File: src/rtl/ecs_pkg.sv
package ecs_pkg;

    // Engine register codes
    localparam logic [3:0] RS_STATUS = 4'd0;
    localparam logic [3:0] RS_SYN0   = 4'd1;
    localparam logic [3:0] RS_LOAD   = 4'd5;
    localparam logic [3:0] RS_CTRL   = 4'd6;
    localparam logic [3:0] RS_EADDR0 = 4'd7;
    localparam logic [3:0] RS_EADDR1 = 4'd8;
    localparam logic [3:0] RS_EVAL0  = 4'd9;
    localparam logic [3:0] RS_EVAL1  = 4'd10;

    localparam int unsigned CALC_START_BIT = 13;
    localparam logic [31:0] PAIR_MASK      = 32'h03FF_03FF;

    typedef enum logic [3:0] {
        S_IDLE, S_LOAD, S_SETTLE, S_SYN, S_CLEAR, S_GO,
        S_WAIT4, S_POLL, S_EXIT, S_FETCH_A, S_FETCH_V,
        S_BUF_RD, S_BUF_WR, S_DONE
    } seq_state_e;

    typedef struct packed {
        logic [2:0] count;
        logic       uncorr;
    } result_t;

    function automatic logic pair_nonzero(input logic [31:0] w);
        return |(w & PAIR_MASK);
    endfunction

    function automatic logic [3:0] stat_state(input logic [31:0] w);
        return w[11:8];
    endfunction

    function automatic logic [2:0] stat_nerr(input logic [31:0] w);
        return {1'b0, w[17:16]} + 3'd1;
    endfunction

endpackage

File: src/rtl/ecs_err_pick.sv
module ecs_err_pick #(
    parameter int DATA_BYTES = 512,
    parameter int CODE_W     = 10,
    parameter int AW         = 9
) (
    input  logic [31:0]   word,
    input  logic          upper,
    output logic [AW-1:0] idx,
    output logic          hit,
    output logic [7:0]    val
);
    localparam int OFS = DATA_BYTES + 7;

    logic [15:0]       half;
    logic [CODE_W-1:0] code;
    logic [CODE_W:0]   diff;

    always_comb begin
        half = upper ? word[31:16] : word[15:0];
        code = half[CODE_W-1:0];
        diff = (CODE_W+1)'(OFS) - {1'b0, code};
        hit  = ({1'b0, code} <= (CODE_W+1)'(OFS)) &&
               (diff < (CODE_W+1)'(DATA_BYTES));
        idx  = diff[AW-1:0];
        val  = half[7:0];
    end
endmodule

File: src/rtl/ecs_wait_timer.sv
module ecs_wait_timer #(
    parameter int LIMIT = 10000
) (
    input  logic clk,
    input  logic rst,
    input  logic run,
    output logic expired
);
    localparam int CW = $clog2(LIMIT + 1);

    logic [CW-1:0] cnt;

    assign expired = (cnt == CW'(LIMIT - 1));

    always_ff @(posedge clk) begin
        if (rst || !run)
            cnt <= '0;
        else if (!expired)
            cnt <= cnt + 1'b1;
    end
endmodule

File: src/rtl/ecs_fix_seq.sv
module ecs_fix_seq
    import ecs_pkg::*;
#(
    parameter int DATA_BYTES = 512,
    parameter int CODE_W     = 10,
    parameter int N_CHECK    = 8,
    parameter int WAIT_LIMIT = 10000
) (
    input  logic                      clk,
    input  logic                      rst,
    input  logic                      start,
    input  logic [N_CHECK*CODE_W-1:0] check_codes,
    output logic                      busy,
    output logic                      done,
    output logic [2:0]                fix_count,
    output logic                      uncorrectable,
    output logic                      reg_rd,
    output logic                      reg_wr,
    output logic [3:0]                reg_sel,
    output logic [31:0]               reg_wdata,
    input  logic [31:0]               reg_rdata,
    output logic                      buf_rd,
    output logic                      buf_wr,
    output logic [$clog2(DATA_BYTES)-1:0] buf_addr,
    output logic [7:0]                buf_wdata,
    input  logic [7:0]                buf_rdata
);
    localparam int BUF_AW = $clog2(DATA_BYTES);
    localparam int KW     = $clog2(N_CHECK);

    seq_state_e      st;
    logic [KW-1:0]   k;
    logic [2:0]      nerr;
    logic            syn_nz;
    logic [BUF_AW-1:0] fix_idx;
    logic            fix_hit;
    logic [7:0]      fix_val;
    result_t         res;

    logic [BUF_AW-1:0] pick_idx;
    logic            pick_hit;
    logic [7:0]      pick_val;
    logic            tmr_exp;
    logic            last_err;
    logic [3:0]      rd_state;

    ecs_err_pick #(.DATA_BYTES(DATA_BYTES), .CODE_W(CODE_W), .AW(BUF_AW)) u_pick (
        .word(reg_rdata), .upper(k[0]), .idx(pick_idx), .hit(pick_hit), .val(pick_val)
    );

    ecs_wait_timer #(.LIMIT(WAIT_LIMIT)) u_tmr (
        .clk(clk), .rst(rst), .run(st == S_WAIT4), .expired(tmr_exp)
    );

    assign busy          = (st != S_IDLE);
    assign done          = (st == S_DONE);
    assign fix_count     = res.count;
    assign uncorrectable = res.uncorr;
    assign last_err      = ({{(3-KW > 0 ? 3-KW : 0){1'b0}}, k} == 3'(nerr - 3'd1));
    assign rd_state      = stat_state(reg_rdata);
    assign buf_addr      = fix_idx;
    assign buf_wdata     = buf_rdata ^ fix_val;

    // Register and buffer strobes decoded from the sequence state
    always_comb begin
        reg_rd    = 1'b0;
        reg_wr    = 1'b0;
        reg_sel   = RS_STATUS;
        reg_wdata = '0;
        buf_rd    = 1'b0;
        buf_wr    = 1'b0;
        unique case (st)
            S_LOAD: begin
                reg_wr    = 1'b1;
                reg_sel   = RS_LOAD;
                reg_wdata = 32'(check_codes[k*CODE_W +: CODE_W]);
            end
            S_SETTLE, S_WAIT4, S_POLL: reg_rd = 1'b1;
            S_SYN: begin
                reg_rd  = 1'b1;
                reg_sel = RS_SYN0 + 4'(k);
            end
            S_CLEAR: begin
                reg_rd  = 1'b1;
                reg_sel = RS_EADDR0;
            end
            S_GO: begin
                reg_wr    = 1'b1;
                reg_sel   = RS_CTRL;
                reg_wdata = 32'(1) << CALC_START_BIT;
            end
            S_EXIT: begin
                reg_rd  = 1'b1;
                reg_sel = RS_EVAL0;
            end
            S_FETCH_A: begin
                reg_rd  = 1'b1;
                reg_sel = k[1] ? RS_EADDR1 : RS_EADDR0;
            end
            S_FETCH_V: begin
                reg_rd  = 1'b1;
                reg_sel = k[1] ? RS_EVAL1 : RS_EVAL0;
            end
            S_BUF_RD: buf_rd = 1'b1;
            S_BUF_WR: buf_wr = 1'b1;
            default: ;
        endcase
    end

    always_ff @(posedge clk) begin
        if (rst) begin
            st      <= S_IDLE;
            k       <= '0;
            nerr    <= '0;
            syn_nz  <= 1'b0;
            fix_idx <= '0;
            fix_hit <= 1'b0;
            fix_val <= '0;
            res     <= '0;
        end else begin
            unique case (st)
                S_IDLE: if (start) begin
                    st  <= S_LOAD;
                    k   <= KW'(N_CHECK - 1);
                    res <= '0;
                end
                S_LOAD: begin
                    if (k == '0) st <= S_SETTLE;
                    else         k  <= k - 1'b1;
                end
                S_SETTLE: begin
                    st     <= S_SYN;
                    syn_nz <= 1'b0;
                end
                S_SYN: begin
                    if (k == KW'(3)) begin
                        k  <= '0;
                        st <= (syn_nz || pair_nonzero(reg_rdata)) ? S_CLEAR : S_DONE;
                    end else begin
                        k      <= k + 1'b1;
                        syn_nz <= syn_nz || pair_nonzero(reg_rdata);
                    end
                end
                S_CLEAR: st <= S_GO;
                S_GO:    st <= S_WAIT4;
                S_WAIT4: if (rd_state >= 4'd4 || tmr_exp) st <= S_POLL;
                S_POLL: begin
                    if (rd_state == 4'd0) begin
                        st <= S_EXIT;
                    end else if (rd_state == 4'd1) begin
                        st         <= S_EXIT;
                        res.uncorr <= 1'b1;
                    end else if (rd_state < 4'd4) begin
                        st   <= S_FETCH_A;
                        k    <= '0;
                        nerr <= stat_nerr(reg_rdata);
                    end
                end
                S_EXIT: st <= S_DONE;
                S_FETCH_A: begin
                    fix_idx <= pick_idx;
                    fix_hit <= pick_hit;
                    st      <= S_FETCH_V;
                end
                S_FETCH_V: begin
                    fix_val <= pick_val;
                    if (fix_hit)       st <= S_BUF_RD;
                    else if (last_err) st <= S_DONE;
                    else begin
                        k  <= k + 1'b1;
                        st <= S_FETCH_A;
                    end
                end
                S_BUF_RD: st <= S_BUF_WR;
                S_BUF_WR: begin
                    res.count <= res.count + 3'd1;
                    if (last_err) st <= S_DONE;
                    else begin
                        k  <= k + 1'b1;
                        st <= S_FETCH_A;
                    end
                end
                S_DONE:  st <= S_IDLE;
                default: st <= S_IDLE;
            endcase
        end
    end
endmodule

File: config.mk
export PLATFORM = sky130hd
export DESIGN_NAME = ecs_fix_seq
export DESIGN_NICKNAME = d
export VERILOG_FILES = /design/src/rtl/ecs_pkg.sv /design/src/rtl/ecs_err_pick.sv /design/src/rtl/ecs_wait_timer.sv /design/src/rtl/ecs_fix_seq.sv
export SDC_FILE = /design/constraint.sdc
export NUM_CORES = 1
export LEC_CHECK = 0
export ABC_AREA = 1
export BUFFER_PORTS_ARGS = -buffer_cell sky130_fd_sc_hd__buf_4
export CAP_MARGIN = 20
export CORE_MARGIN = 4
export CORE_UTILIZATION = 48
export CTS_CLUSTER_SIZE = 14
export DETAILED_ROUTE_END_ITERATION = 12
export PLACE_DENSITY = 0.92
export SYNTH_ARGS = -nofsm -noshare
export SYNTH_HDL_FRONTEND = slang
export SYNTH_HIERARCHICAL = 1
export SYNTH_SLANG_ARGS = --single-unit
File: constraint.sdc
create_clock -name clk -period 2.8 [get_ports clk]
set_clock_uncertainty 0.15 [all_clocks]
set_input_delay 0.56 -clock clk [delete_from_list [all_inputs] [get_ports clk]]
set_output_delay 0.56 -clock clk [all_outputs]
set_load 0.005 [all_outputs]
==> flow_metrics.tcl, run 1 <==
set metrics [dict create \
    status "finished clean" \
    yosysMostFrequentCell "nor2_1" \
    vias 4829 \
    dr.first_iter.drc_count 321 \
    rows 33 \
    yosysWarnings 6 \
    fmaxAchievable_ghz 0.381 \
    synth_flop_cell "dfxtp_1" \
    synthesis.area_sq_um 4010 \
    synth-async-reset-ratio 0 \
    grt_pass1_vias 4329 \
    min_path_type "reg2reg" \
    whs_path_depth 2 \
    crit_path_frequent_cell "o21ai_0" \
    drt-pass1-iter-count 5 \
    switching_share 0.442 \
    antenna_cells 0 \
    pwr-share-seq 0.234 \
    power_density_nw_per_um2 624 \
    nets 955 \
    rr_startpoint "k[0]$_SDFFE_PP0P_" \
    clkSlewWorstSetupHoldPaths_ps 90 \
    finalSetupViolations 0 \
    h-tree-depth 2 \
    ctsHoldBuffers 0 \
    holdPathEnd "nerr[1]$_SDFFE_PP0P_" \
    synth_cell_types 37 \
    die_x_um 99.4 \
    syn_to_final_growth_pct 32.8 \
    yosys-top-cells-count "160 x nor2_1, 109 x nand2_1, 80 x o21ai_0" \
    clkSinkCount 47 \
    ioPinCount 186 \
    tightest_slew_ps 729 \
    grt.overflow.total 0 \
    syn_avg_cell_area_sq_um 5.93 \
    routed_wirelength_mm 12.3 \
    worstSetupPathType "reg2out" \
    rsz0062_at_grt "no" \
    synth_top_area_share 0.235 \
    arrival_ps 1910 \
    startpoint_type "flop" \
    comb_power_share 0.588 \
    r2r-end "buf_addr[7]$_SDFFE_PP0P_" \
    drv_cap 0 \
    crit_chain "buf_6, o21ai_0, o22ai_1, o21ai_0, a31oi_1, buf_4" \
    crit_slowest_cell "dfxtp_2" \
    hold_violations 0 \
    power_switching_mw 1.47 \
    final_layout_size_suffix_gt1_frac 0.280 \
    synth_edf_count 0 \
    floorplan.core_area_sq_um 8180 \
    antenna_found_initial 0 \
    utilization 0.651 \
    internal_power_mw 1.85 \
    grt_max_degree 32 \
    synth_area_leaders "dfxtp_1 23%, nor2_1 15%, nand2_1 10%, o21ai_0 10%, inv_1 5.3%" \
    hpwl_mm 9.60 \
    die_h_um 99.4 \
    dp_cells 919 \
    cts_tree "yes" \
    cts_buffers 5 \
    clockRootBuffer "clkbuf_8" \
    clk_latency_ps 300 \
    min_period_ps 2620 \
    wl_per_cell_um 13.2 \
    yosys.area.top_type "dfxtp_1" \
    drc 0 \
    io_buffers 154 \
    finalPower_mw 3.32 \
    ir_drop_uv 395 \
    ant_nets 0 \
    synth_seq_cells 47 \
    p_leak_nw 2.58 \
    grt_usage 0.237 \
    crit_path_max_fanout 26 \
    cts_resized 0 \
    slowest_delay_ps 550 \
    routed_via_density 5.21 \
    clockPowerShare 0.178 \
    ys_seq_area_frac 0.235 \
    slew_headroom 0.514 \
    min_from "nerr[1]$_SDFFE_PP0P_" \
    regToRegSetupSlack_ps 700 \
    final_cells 927 \
    dieArea_sq_um 9880 \
    syn_inst 676 \
    reg2reg_depth 11 \
    cts_max_path_buffers 2 \
    cts_setup_buffers 0 \
    tns_ps 0 \
    drv_slew 0 \
    fin_hold_ws_ps 323 \
    grt_pass1_wl_mm 19.6 \
    finalCritPeriodShare 0.937 \
    start_util 0.491 \
    end_kind "output port" \
    crit_required_ps 2090 \
    place_congestion 0.946 \
]
## state kept, by name (all words and copies together), names as in the netlist
name / cells
fix_val: 8
st: 4
fix_hit: 1
buf_addr: 9
u_tmr/cnt: 14
syn_nz: 1
nerr: 3
fix_count: 3
k: 3
uncorrectable: 1
## cells in the final DEF (no fill, tap or decap), types with 11 or more instances in the layout
| cell type | netlist | layout |
|---|---|---|
| nor2_2 | 15 | 16 |
| nand2_2 | 13 | 13 |
| xor2_1 | 13 | 13 |
| nor2_1 | 160 | 159 |
| conb_1 | 1 | 21 |
| ha_1 | 11 | 11 |
| a21oi_1 | 24 | 24 |
| buf_4 | 22 | 164 |
| o21ai_0 | 80 | 80 |
| dfxtp_1 | 47 | 46 |
| nand3_1 | 26 | 26 |
| inv_1 | 57 | 56 |
| nand2_1 | 109 | 109 |
## metrics by stage
stage,cell area (sq um),setup WS (ps)
floorplan,4090,634
global placement,5180,501
detailed placement,5180,399
CTS,5320,54.3
global route,5330,77.5
finish,5330,177
## final cells by class
cell class	count	area (sq um)
clock inverter	3	67.6
multi-input combinational	533	2610
timing repair buffer	165	1240
inverter	69	262
clock buffer	5	68.8
tap	105	131
fill	760	2850
sequential	47	942
## kinds of logic (layout without fill, tap and decap cells)
family	after synthesis	after routing	share of synthesized area
and+or+nand+nor	352	352	0.383
AOI/OAI and AO/OA	133	133	0.178
buffers and inverters	116	242	0.134
DFF	47	47	0.235
xor gates and xnor gates	16	16	0.0349
adders and majority gates	11	11	0.0343
other	1	21	0.000935
## power groups by stage
stage	Sequential (mW)	Combinational, mW	Clock (mW)
floorplan	0.758	1.31	0
global placement	0.785	1.86	0
detailed placement	0.788	1.90	0
CTS	0.774	1.92	0.598
global route	0.786	2.18	0.630
finish	0.778	1.95	0.590
## worst max path at each step
stage	startpoint	endpoint	slack, ps	depth (start not counted)
4_1_cts	st[1]$_SDFFE_PP0P_	reg_wdata[2]	50	6
6_report	k[0]$_SDFFE_PP0P_	reg_wdata[2]	180	6
3_5_place_dp	st[1]$_SDFFE_PP0P_	reg_wdata[2]	400	6
5_1_grt	k[0]$_SDFFE_PP0P_	reg_wdata[2]	80	6
2_1_floorplan	k[0]$_SDFFE_PP0P_	reg_sel[1]	630	6
3_3_place_gp	k[0]$_SDFFE_PP0P_	reg_sel[1]	500	5
## worst max-delay path: cells and delay by family (launching register included)
| family | cells | cell delay [ps] |
|---|---|---|
| AOI/OAI and AO/OA | 4 | 650 |
| DFF | 1 | 550 |
| buffers and inverters | 2 | 410 |
## per-layer routing
layer	part of all wire	GRT usage
met1	0.40	0.307
met2	0.50	0.404
met3	0.076	0.0393
met4	0.027	0.0704
met5	0	0
Note: power is estimated with default switching activity, not from simulation.
==> run 2: changes to the inputs <==
--- a/config.mk
+++ b/config.mk
@@ -8,11 +8,11 @@
 export ABC_AREA = 1
 export BUFFER_PORTS_ARGS = -buffer_cell sky130_fd_sc_hd__buf_4
 export CAP_MARGIN = 20
-export CORE_MARGIN = 4
+export CORE_MARGIN = 2
 export CORE_UTILIZATION = 48
 export CTS_CLUSTER_SIZE = 14
 export DETAILED_ROUTE_END_ITERATION = 12
-export PLACE_DENSITY = 0.92
+export PLACE_DENSITY_LB_ADDON = 0.12
 export SYNTH_ARGS = -nofsm -noshare
 export SYNTH_HDL_FRONTEND = slang
 export SYNTH_HIERARCHICAL = 1
==> run 2 against run 1 <==
Against the previous run:
- combinational power hardly changed
- sequential power down 2%
- wire length is 1.0% lower
- worst setup slack worse by 40 ps
- die area shrank 7.9%
- non-clock buffer count shrank 2
- register-to-register slack worse by 130 ps
- critical path depth unchanged
- power fell by 2.7%
- global-route usage rose by 2.6 points
- hold slack got worse by 2.0 ps
- via count fell by 1.4%
- largest cell class unchanged
==> flow_metrics.tcl, run 2 (same netlist as run 1, synthesis figures left out) <==
set metrics [dict create \
    comb_power_share 0.603 \
    io_buffers 154 \
    drv_cap 0 \
    utilization 0.646 \
    ant_nets 0 \
    clk_latency_ps 300 \
    floorplan.core_area_sq_um 8180 \
    cts_buffers 5 \
    crit_path_max_fanout 17 \
    hold_violations 0 \
    drt-pass1-iter-count 5 \
    ioPinCount 186 \
    finalCritPeriodShare 0.951 \
    drc 0 \
    fin_hold_ws_ps 321 \
    die_x_um 95.4 \
    dr.first_iter.drc_count 284 \
    cts_max_path_buffers 2 \
    nets 953 \
    tns_ps 0 \
    arrival_ps 1950 \
    grt_pass1_wl_mm 19.3 \
    routed_wirelength_mm 12.2 \
    drv_slew 0 \
    antenna_found_initial 0 \
    hpwl_mm 9.74 \
    finalSetupViolations 0 \
    syn_to_final_growth_pct 31.7 \
    grt_max_degree 43 \
    final_cells 925 \
    cts_resized 0 \
    start_util 0.491 \
    tightest_slew_ps 629 \
    min_from "nerr[1]$_SDFFE_PP0P_" \
    dieArea_sq_um 9100 \
    dp_cells 917 \
    pwr-share-seq 0.237 \
    crit_family "compound AO/OA/AOI/OAI gates" \
    end_kind "output port" \
    die_h_um 95.4 \
    cts_tree "yes" \
    largest_reg_flops 14 \
    power_switching_mw 1.49 \
    ctsHoldBuffers 0 \
    cp_num_buf_inv 2 \
    status "finished clean" \
    p_leak_nw 2.55 \
    internal_power_mw 1.74 \
    ir_drop_uv 428 \
    crit_slowest_cell "inv_1" \
    worstSetupPathType "reg2out" \
    crit_chain "inv_1, o21ai_0, o22ai_1, o21ai_0, a31oi_1, buf_4" \
    regMostFlops "u_tmr/cnt" \
    cts_setup_buffers 0 \
    cp-startpoint "k[1]$_SDFFE_PP0P_" \
    min_path_type "reg2reg" \
    wl_per_cell_um 13.1 \
    clockRootBuffer "clkbuf_8" \
    switching_share 0.461 \
    layout_common_cells "163 x buf_4, 159 x nor2_1, 109 x nand2_1, 80 x o21ai_0, 57 x inv_1" \
    slowest_delay_ps 410 \
    grt.overflow.total 0 \
    rr_startpoint "k[0]$_SDFFE_PP0P_" \
    place_congestion 0.935 \
    min_period_ps 2660 \
    antenna_cells 0 \
    rows 33 \
    vias 4761 \
    rsz0062_at_grt "no" \
    crit_path_frequent_cell "o21ai_0" \
    crit_required_ps 2090 \
    final_common_cell "buf_4" \
    clkSinkCount 47 \
    clkSlewWorstSetupHoldPaths_ps 90 \
    h-tree-depth 2 \
    startpoint_type "flop" \
    power_density_nw_per_um2 612 \
    fmaxAchievable_ghz 0.375 \
    slew_headroom 0.580 \
    clockPowerShare 0.161 \
    routed_via_density 5.15 \
    grt_usage 0.263 \
    grt_pass1_vias 4322 \
    final_layout_size_suffix_gt1_frac 0.277 \
]
## run 2: changes by cell type in the layout (fill, tap and decap cells not counted), sizes merged
cell    change
buf         -2
bufinv      -1
inv         +1
## run 2: metal layers
layer,wire (um),global-route usage,part of all wire,up-vias
met2,5790,0.442,0.48,179
met5,0,0,0,-
met1,5430,0.354,0.45,2140
met4,274,0.0702,0.023,0
li1,-,-,-,2411
met3,668,0.0372,0.055,31
## run 2: layout make-up
cell class | count | area (sq um)
multi-input cells | 533 | 2610
well taps | 105 | 131
clock inverters | 3 | 46.3
inverters | 69 | 259
clock buffers | 5 | 68.8
flip-flops and latches | 47 | 942
repair buffers | 163 | 1220
fillers | 799 | 2890
## run 2: tightest hold or removal path: stages (launching register included)
cell and delay [ps]:
dfxtp_1 310, inv_1 60, a21oi_1 60
## run 2: path summary, 6_finish.rpt
check | end | slack, ps | cells after the start
worst min-delay path | nerr[1]$_SDFFE_PP0P_ | 320 | 2
worst min register to register | nerr[1]$_SDFFE_PP0P_ | 320 | 2
worst max-delay path | reg_wdata[8] | 140 | 6
worst max register to register | buf_addr[7]$_SDFFE_PP0P_ | 570 | 12
## run 2: through the flow
step	power [mW]	instance area (sq um)	setup WS (ps)
final	3.23	5280	137
after global routing	3.50	5280	26.2
after CTS	3.21	5280	1.08
after detailed placement	2.69	5160	352
after global placement	2.66	5160	409
after floorplan	2.06	4090	634
## run 2: power by group through the flow
stage | Combinational (mW) | Sequential [mW] | Clock, mW
after global placement | 1.88 | 0.777 | 0
after detailed placement | 1.91 | 0.780 | 0
after CTS | 1.92 | 0.764 | 0.524
final | 1.95 | 0.765 | 0.519
after global routing | 2.18 | 0.771 | 0.547
after floorplan | 1.31 | 0.758 | 0
